File: src/rtl/trk_brake_pkg.sv
package trk_brake_pkg;
  localparam int CTL_W = 4;

  typedef struct packed {
    logic clr_on_end;
    logic hold_en;
    logic mirr_mask;
    logic brake_at_input;
  } trk_ctl_t;
endpackage

File: src/rtl/trk_cancel_gen.sv
module trk_cancel_gen #(
  parameter int SYNC_STAGES = 2
) (
  input  logic clk,
  input  logic rst_n,
  input  logic tzc_i,
  input  logic mirr_i,
  output logic cancel_o
);
  localparam int CHAIN = SYNC_STAGES + 1;

  logic [CHAIN-1:0] chain_q;
  logic             edge_det;
  logic             cancel_q;

  generate
    for (genvar i = 0; i < CHAIN; i++) begin : g_sync
      if (i == 0) begin : g_first
        always_ff @(posedge clk or negedge rst_n)
          if (!rst_n) chain_q[i] <= 1'b0;
          else        chain_q[i] <= tzc_i;
      end else begin : g_next
        always_ff @(posedge clk or negedge rst_n)
          if (!rst_n) chain_q[i] <= 1'b0;
          else        chain_q[i] <= chain_q[i-1];
      end
    end
  endgenerate

  assign edge_det = chain_q[CHAIN-1] ^ chain_q[CHAIN-2];

  always_ff @(posedge clk or negedge rst_n)
    if (!rst_n)        cancel_q <= 1'b0;
    else if (edge_det) cancel_q <= mirr_i;

  assign cancel_o = cancel_q;

  // the cancel level moves only on a synchronized zero-cross edge
  assert_cancel_stable_R2: assert property (@(posedge clk) disable iff (!rst_n)
    !edge_det |=> $stable(cancel_q));
  assert_cancel_capture_R2: assert property (@(posedge clk) disable iff (!rst_n)
    edge_det |=> cancel_q == $past(mirr_i));
endmodule

File: src/rtl/trk_surf_ctl.sv
module trk_surf_ctl #(
  parameter int DW = 16
) (
  input  logic          clk,
  input  logic          rst_n,
  input  logic          hold_en,
  input  logic          clr_on_end,
  input  logic          surf_i,
  input  logic          jump_i,
  input  logic [DW-1:0] last_acc,
  output logic          hold_active,
  output logic [DW-1:0] held_data,
  output logic          clr_req
);
  logic          jump_q;
  logic          hold_q;
  logic [DW-1:0] held_q;
  logic          jump_rise;
  logic          jump_fall;

  assign jump_rise = jump_i & ~jump_q;
  assign jump_fall = ~jump_i & jump_q;

  always_ff @(posedge clk or negedge rst_n)
    if (!rst_n) begin
      jump_q <= 1'b0;
      hold_q <= 1'b0;
      held_q <= '0;
    end else begin
      jump_q <= jump_i;
      if (jump_rise && surf_i && hold_en) begin
        hold_q <= 1'b1;
        held_q <= last_acc;
      end else if (!jump_i) begin
        hold_q <= 1'b0;
      end
    end

  assign hold_active = hold_q & jump_i;
  assign held_data   = held_q;
  assign clr_req     = jump_fall & surf_i & clr_on_end;

  // the frozen value never drifts while the hold lasts
  assert_held_stable_R6: assert property (@(posedge clk) disable iff (!rst_n)
    hold_active && $past(hold_active) |-> $stable(held_q));
  // the clear request is a single-cycle pulse
  assert_clr_single_R7: assert property (@(posedge clk) disable iff (!rst_n)
    clr_req |=> !clr_req);
  // no request without both enables
  assert_clr_gated_R8: assert property (@(posedge clk) disable iff (!rst_n)
    (!clr_on_end || !surf_i) |-> !clr_req);
endmodule

File: src/rtl/trk_mask_path.sv
module trk_mask_path #(
  parameter int DW = 16
) (
  input  logic          clk,
  input  logic          rst_n,
  input  logic          brake_at_input,
  input  logic          mirr_mask,
  input  logic          mirr_i,
  input  logic          cancel,
  input  logic          hold_active,
  input  logic [DW-1:0] held_data,
  input  logic          te_valid,
  output logic          te_ready,
  input  logic [DW-1:0] te_data,
  output logic          fin_valid,
  input  logic          fin_ready,
  output logic [DW-1:0] fin_data,
  input  logic          fout_valid,
  output logic          fout_ready,
  input  logic [DW-1:0] fout_data,
  output logic          drv_valid,
  input  logic          drv_ready,
  output logic [DW-1:0] drv_data,
  output logic [DW-1:0] last_acc
);
  logic          in_mask;
  logic          out_blank;
  logic [DW-1:0] last_q;

  assign in_mask   = (mirr_mask & mirr_i) | (brake_at_input & cancel);
  assign out_blank = ~brake_at_input & cancel;

  assign fin_valid = te_valid;
  assign te_ready  = fin_ready;
  assign fin_data  = in_mask ? '0 : te_data;

  assign drv_valid  = fout_valid;
  assign fout_ready = drv_ready;

  always_comb begin
    if (out_blank)        drv_data = '0;
    else if (hold_active) drv_data = held_data;
    else                  drv_data = fout_data;
  end

  always_ff @(posedge clk or negedge rst_n)
    if (!rst_n)                       last_q <= '0;
    else if (fout_valid && drv_ready) last_q <= fout_data;

  assign last_acc = last_q;

  // a high mirror under the mirror mask blanks the filter input
  assert_mirr_mask_R5: assert property (@(posedge clk) disable iff (!rst_n)
    mirr_mask && mirr_i |-> fin_data == '0);
  // brake at the output blanks the drive
  assert_brake_out_R3: assert property (@(posedge clk) disable iff (!rst_n)
    !brake_at_input && cancel |-> drv_data == '0);
  // brake at the input leaves the drive alone
  assert_brake_in_R4: assert property (@(posedge clk) disable iff (!rst_n)
    brake_at_input && cancel && !hold_active |-> drv_data == fout_data);
  // the accepted-sample register only moves on a transfer
  assert_last_hold_R9: assert property (@(posedge clk) disable iff (!rst_n)
    !(fout_valid && drv_ready) |=> $stable(last_q));
endmodule

File: src/rtl/trk_brake_ctl.sv
module trk_brake_ctl
  import trk_brake_pkg::*;
#(
  parameter int DW          = 16,
  parameter int SYNC_STAGES = 2
) (
  input  logic             clk,
  input  logic             rst_n,
  input  logic             ctl_load,
  input  logic [CTL_W-1:0] ctl_wdata,
  input  logic             mirr_i,
  input  logic             tzc_i,
  input  logic             jump_i,
  input  logic             surf_i,
  input  logic             te_valid,
  output logic             te_ready,
  input  logic [DW-1:0]    te_data,
  output logic             fin_valid,
  input  logic             fin_ready,
  output logic [DW-1:0]    fin_data,
  input  logic             fout_valid,
  output logic             fout_ready,
  input  logic [DW-1:0]    fout_data,
  output logic             drv_valid,
  input  logic             drv_ready,
  output logic [DW-1:0]    drv_data,
  output logic             clr_req
);
  trk_ctl_t      ctl_q;
  logic          cancel;
  logic          hold_active;
  logic [DW-1:0] held_data;
  logic [DW-1:0] last_acc;

  always_ff @(posedge clk or negedge rst_n)
    if (!rst_n)        ctl_q <= '0;
    else if (ctl_load) ctl_q <= trk_ctl_t'(ctl_wdata);

  trk_cancel_gen #(.SYNC_STAGES(SYNC_STAGES)) u_cancel (
    .clk(clk), .rst_n(rst_n), .tzc_i(tzc_i), .mirr_i(mirr_i), .cancel_o(cancel)
  );

  trk_surf_ctl #(.DW(DW)) u_surf (
    .clk(clk), .rst_n(rst_n),
    .hold_en(ctl_q.hold_en), .clr_on_end(ctl_q.clr_on_end),
    .surf_i(surf_i), .jump_i(jump_i), .last_acc(last_acc),
    .hold_active(hold_active), .held_data(held_data), .clr_req(clr_req)
  );

  trk_mask_path #(.DW(DW)) u_path (
    .clk(clk), .rst_n(rst_n),
    .brake_at_input(ctl_q.brake_at_input), .mirr_mask(ctl_q.mirr_mask),
    .mirr_i(mirr_i), .cancel(cancel),
    .hold_active(hold_active), .held_data(held_data),
    .te_valid(te_valid), .te_ready(te_ready), .te_data(te_data),
    .fin_valid(fin_valid), .fin_ready(fin_ready), .fin_data(fin_data),
    .fout_valid(fout_valid), .fout_ready(fout_ready), .fout_data(fout_data),
    .drv_valid(drv_valid), .drv_ready(drv_ready), .drv_data(drv_data),
    .last_acc(last_acc)
  );

  // handshakes pass straight through in both directions
  assert_stream_pass_R9: assert property (@(posedge clk) disable iff (!rst_n)
    fin_valid == te_valid && te_ready == fin_ready &&
    drv_valid == fout_valid && fout_ready == drv_ready);
endmodule

File: config.mk
export PLATFORM = sky130hd
export DESIGN_NAME = trk_brake_ctl
export DESIGN_NICKNAME = d
export VERILOG_FILES = /design/src/rtl/trk_brake_pkg.sv /design/src/rtl/trk_cancel_gen.sv /design/src/rtl/trk_surf_ctl.sv /design/src/rtl/trk_mask_path.sv /design/src/rtl/trk_brake_ctl.sv
export SDC_FILE = /design/constraint.sdc
export NUM_CORES = 1
export LEC_CHECK = 0
export ABC_AREA = 1
export BUFFER_PORTS_ARGS = -buffer_cell sky130_fd_sc_hd__buf_2
export CORE_MARGIN = 3
export CORE_UTILIZATION = 52
export DETAILED_ROUTE_END_ITERATION = 8
export MAX_ROUTING_LAYER = met4
export PLACE_DENSITY = 0.95
export SKIP_CTS_REPAIR_TIMING = 1
export SLEW_MARGIN = 5
export SYNTH_ARGS = -nofsm -noshare
export SYNTH_HDL_FRONTEND = slang
export SYNTH_SLANG_ARGS = --single-unit
File: constraint.sdc
create_clock -name clk -period 3.9 [get_ports clk]
set_input_delay 0.975 -clock clk [delete_from_list [all_inputs] [get_ports clk]]
set_output_delay 0.975 -clock clk [all_outputs]
set_load 0.01 [all_outputs]
==> flow_summary_export.csv <==
group,metric,value,unit
floorplan,chipWidth,69.0,microns
clock_tree,cts_max_level,2,
synthesis,netlist-cell-type-count,16,
critical_path,crit-reg2reg-capture,"u_surf.held_data[6]$_DFFE_PN0P_",
floorplan,std_cell_rows,22,
synthesis,yosys.area.top_type_share,50.9,%
sta,headroom_to_the_max_slew_limit,40.9,%
clock_tree,clk_transition_reported_paths,0.07,ns
sta,grt_setup_unrepaired,"no",
floorplan,start_util,55.1,%
critical_path,slack_of_the_worst_reg_to_reg_path,2.37,ns
floorplan,core-area,0.00374,sq mm
sta,max_freq,322,MHz
synthesis,syn-num-nets,318,
floorplan,die_area,0.00476,sq mm
final_layout,layout-area-overhead-vs-synth,21.0,%
final_layout,finish.net_count,385,
sta,finalMaxSlewViolations,0,
sta,final.setup.tns,0,ns
synthesis,ys_seq_area_share,50.9,%
critical_path,crit_end,"drv_data[4]",
placed_design,port_buffers,79,
sta,min_period,3.10,ns
power_and_ir_drop,power_leakage,1.48,nW
critical_path,startpoint_type,"input port",
critical_path,worst-r2r-cell-count,5,
placed_design,dp_worst_setup_slack,0.811,ns
critical_path,crit-reg2reg-launch,"ctl_q[2]$_DFFE_PN0P_",
detailed_routing,initialDrtViolationCount,95,
synthesis,syn_area,0.00206,sq mm
clock_tree,cts_inserted_buffers,5,
sta,final_ws_setup,0.799,ns
synthesis,synth_top_area_cell,"sky130_fd_sc_hd__dfrtp_1",
detailed_routing,dr_total_vias,2005,
clock_tree,insertion_delay,0.29,ns
synthesis,synth.avg_cell_area,7.62,sq um
grt,first_global_vias,1783,
run_status,run_status,"finished, final reports clean",
detailed_routing,drc,0,
critical_path,timing.critical_path.from,"jump_i",
grt,antenna_found_initial,0,
synthesis,synthCells,271,
clock_tree,cts_buffer_depth,2,
job,max_cap_violations,0,
critical_path,cp_data_required_time,2.92,ns
synthesis,ys_warn_count,0,
detailed_routing,via_per_inst,5.18,
critical_path,worstPathArrival,2.13,ns
power_and_ir_drop,max-vdd-ir-drop,0.000243,V
critical_path,critical_path_class,"in -> out",
sta,fin_crit_sh,79.5,%
worst_hold_path,min_path_type,"reg -> reg",
clock_tree,cts_tree,"yes",
detailed_routing,wl_per_cell,12.7,microns
grt,grt_first_pass_wirelength,8120,microns
power_and_ir_drop,power_density,417,mW/mm^2
grt,grtUsageTotal,21.9,%
grt,grt_start_max_net_pins,43,
sta,max_slew.worst_pin.slew,0.886,ns
final_layout,post_route_cells_drive_above_1_share,26.3,%
floorplan,io_pins,84,
clock_tree,cts_root_buffer,"sky130_fd_sc_hd__clkbuf_8",
critical_path,path_max_fanout,19,
placed_design,gpl.final_weighted_congestion,0.831,
clock_tree,clock_sink_count,42,
sta,layout_skew,0.00300,ns
final_layout,antenna_cells,0,
synthesis,ys_ff_latch,42,
detailed_routing,detail_route.wirelength,4900,microns
sta,final-hold-violation-count,0,
floorplan,die-height,69.0,microns
critical_path,crit_path_end_kind,"output pin",
placed_design,dpl.hpwl,3520,microns
synthesis,synthTopCellsByArea,"sky130_fd_sc_hd__dfrtp_1 51%, sky130_fd_sc_hd__nand2_1 15%, sky130_fd_sc_hd__nand3_1 8.2%",
detailed_routing,postRouteAntennaNets,0,
sta,finalSetupViolCount,0,
grt,gr-total-overflow,0,
detailed_routing,dr.pass1.iters,4,
-- cell families after synthesis --
kind of cell	synth area share (%)
AND/OR/NAND/NOR	30.5
buffers and inverters	9.88
AO/OA/AOI/OAI	8.73
flip-flops	50.9
-- routing by layer --
layer / share of wire, % / wire (microns) / track usage (%)
met3: 9.7 / 476 / 7.14
met4: 2.2 / 108 / 8.46
met2: 49 / 2410 / 36.3
met5: 0 / 0 / -
met1: 39 / 1900 / 24.4
-- worst min-delay path by stage --
| stage | end | slack [ns] | startpoint | depth (start not counted) |
|---|---|---|---|---|
| detailed placement | u_cancel.chain_q[1]$_DFF_PN0_ | 0.34 | u_cancel.chain_q[0]$_DFF_PN0_ | 0 |
| CTS | u_cancel.chain_q[1]$_DFF_PN0_ | 0.35 | u_cancel.chain_q[0]$_DFF_PN0_ | 0 |
| finish | u_cancel.chain_q[1]$_DFF_PN0_ | 0.35 | u_cancel.chain_q[0]$_DFF_PN0_ | 0 |
| global route | u_cancel.chain_q[1]$_DFF_PN0_ | 0.37 | u_cancel.chain_q[0]$_DFF_PN0_ | 0 |
| floorplan | u_cancel.chain_q[1]$_DFF_PN0_ | 0.33 | u_cancel.chain_q[0]$_DFF_PN0_ | 0 |
| global placement | u_cancel.chain_q[1]$_DFF_PN0_ | 0.34 | u_cancel.chain_q[0]$_DFF_PN0_ | 0 |
-- stage by stage --
step                instances  instance area, sq um  power [mW]  hold slack [ns]  util, %
floorplan                 271                  2060       0.677            0.331        -
global placement          379                  2410       0.759            0.339     64.3
detailed placement        379                  2410       0.769            0.336     64.3
CTS                       387                  2500        1.05            0.353     66.7
global route              387                  2500        1.10            0.368     66.7
finish                    387                  2500        1.04            0.351     66.7
-- power breakdown --
part	switching, mW	total [mW]	internal (mW)
Clock	0.139	0.282	0.143
Sequential	0.0395	0.543	0.503
Combinational	0.133	0.217	0.0844
Total	0.312	1.04	0.730
-- critical path: stages --
cell,delay (ns)
sky130_fd_sc_hd__buf_2,0.29
sky130_fd_sc_hd__nand2_1,0.34
sky130_fd_sc_hd__o21ai_0,0.29
sky130_fd_sc_hd__nor2_1,0.08
sky130_fd_sc_hd__buf_2,0.14
-- area by class of cell --
type                       count  area [sq um]
fill                         323          1250
sequential                    42          1050
multi-input combinational    186           810
timing repair buffer          79           395
inverter                      24          90.1
clock buffer                   7          86.3
tap                           48          60.1
clock inverter                 1          5.00
-- synthesized netlist by cell type --
cell type	instances
sky130_fd_sc_hd__a21oi_1	16
sky130_fd_sc_hd__buf_2	6
sky130_fd_sc_hd__buf_4	5
sky130_fd_sc_hd__buf_6	2
sky130_fd_sc_hd__clkbuf_1	5
sky130_fd_sc_hd__clkbuf_2	1
sky130_fd_sc_hd__clkinv_1	1
sky130_fd_sc_hd__dfrtp_1	42
sky130_fd_sc_hd__inv_1	22
sky130_fd_sc_hd__inv_2	1
sky130_fd_sc_hd__nand2_1	81
sky130_fd_sc_hd__nand2_4	1
sky130_fd_sc_hd__nand3_1	34
sky130_fd_sc_hd__nor2_1	33
sky130_fd_sc_hd__nor2_8	1
sky130_fd_sc_hd__o21ai_0	20
-- placed cells by master (no fill, tap or decap) --
master,synthesis,final
sky130_fd_sc_hd__nand2_4,1,1
sky130_fd_sc_hd__clkbuf_1,5,1
sky130_fd_sc_hd__o21ai_0,20,20
sky130_fd_sc_hd__buf_2,6,79
sky130_fd_sc_hd__nor2_1,33,33
sky130_fd_sc_hd__dfrtp_1,42,42
sky130_fd_sc_hd__clkinv_2,0,1
sky130_fd_sc_hd__inv_2,1,1
sky130_fd_sc_hd__nand2_1,81,81
sky130_fd_sc_hd__clkinv_1,1,1
sky130_fd_sc_hd__nor2_8,1,1
sky130_fd_sc_hd__a21oi_1,16,16
sky130_fd_sc_hd__clkbuf_8,0,6
sky130_fd_sc_hd__inv_1,22,22
sky130_fd_sc_hd__nand3_1,34,34
-- state kept, by name, indices dropped and copies added, names as in the netlist --
register           count
u_surf.hold_q          1
u_cancel.cancel_o      1
ctl_q                  4
u_path.last_acc       16
u_cancel.chain_q       3
u_surf.jump_q          1
u_surf.held_data      16
Note: power is estimated with default switching activity, not from simulation.
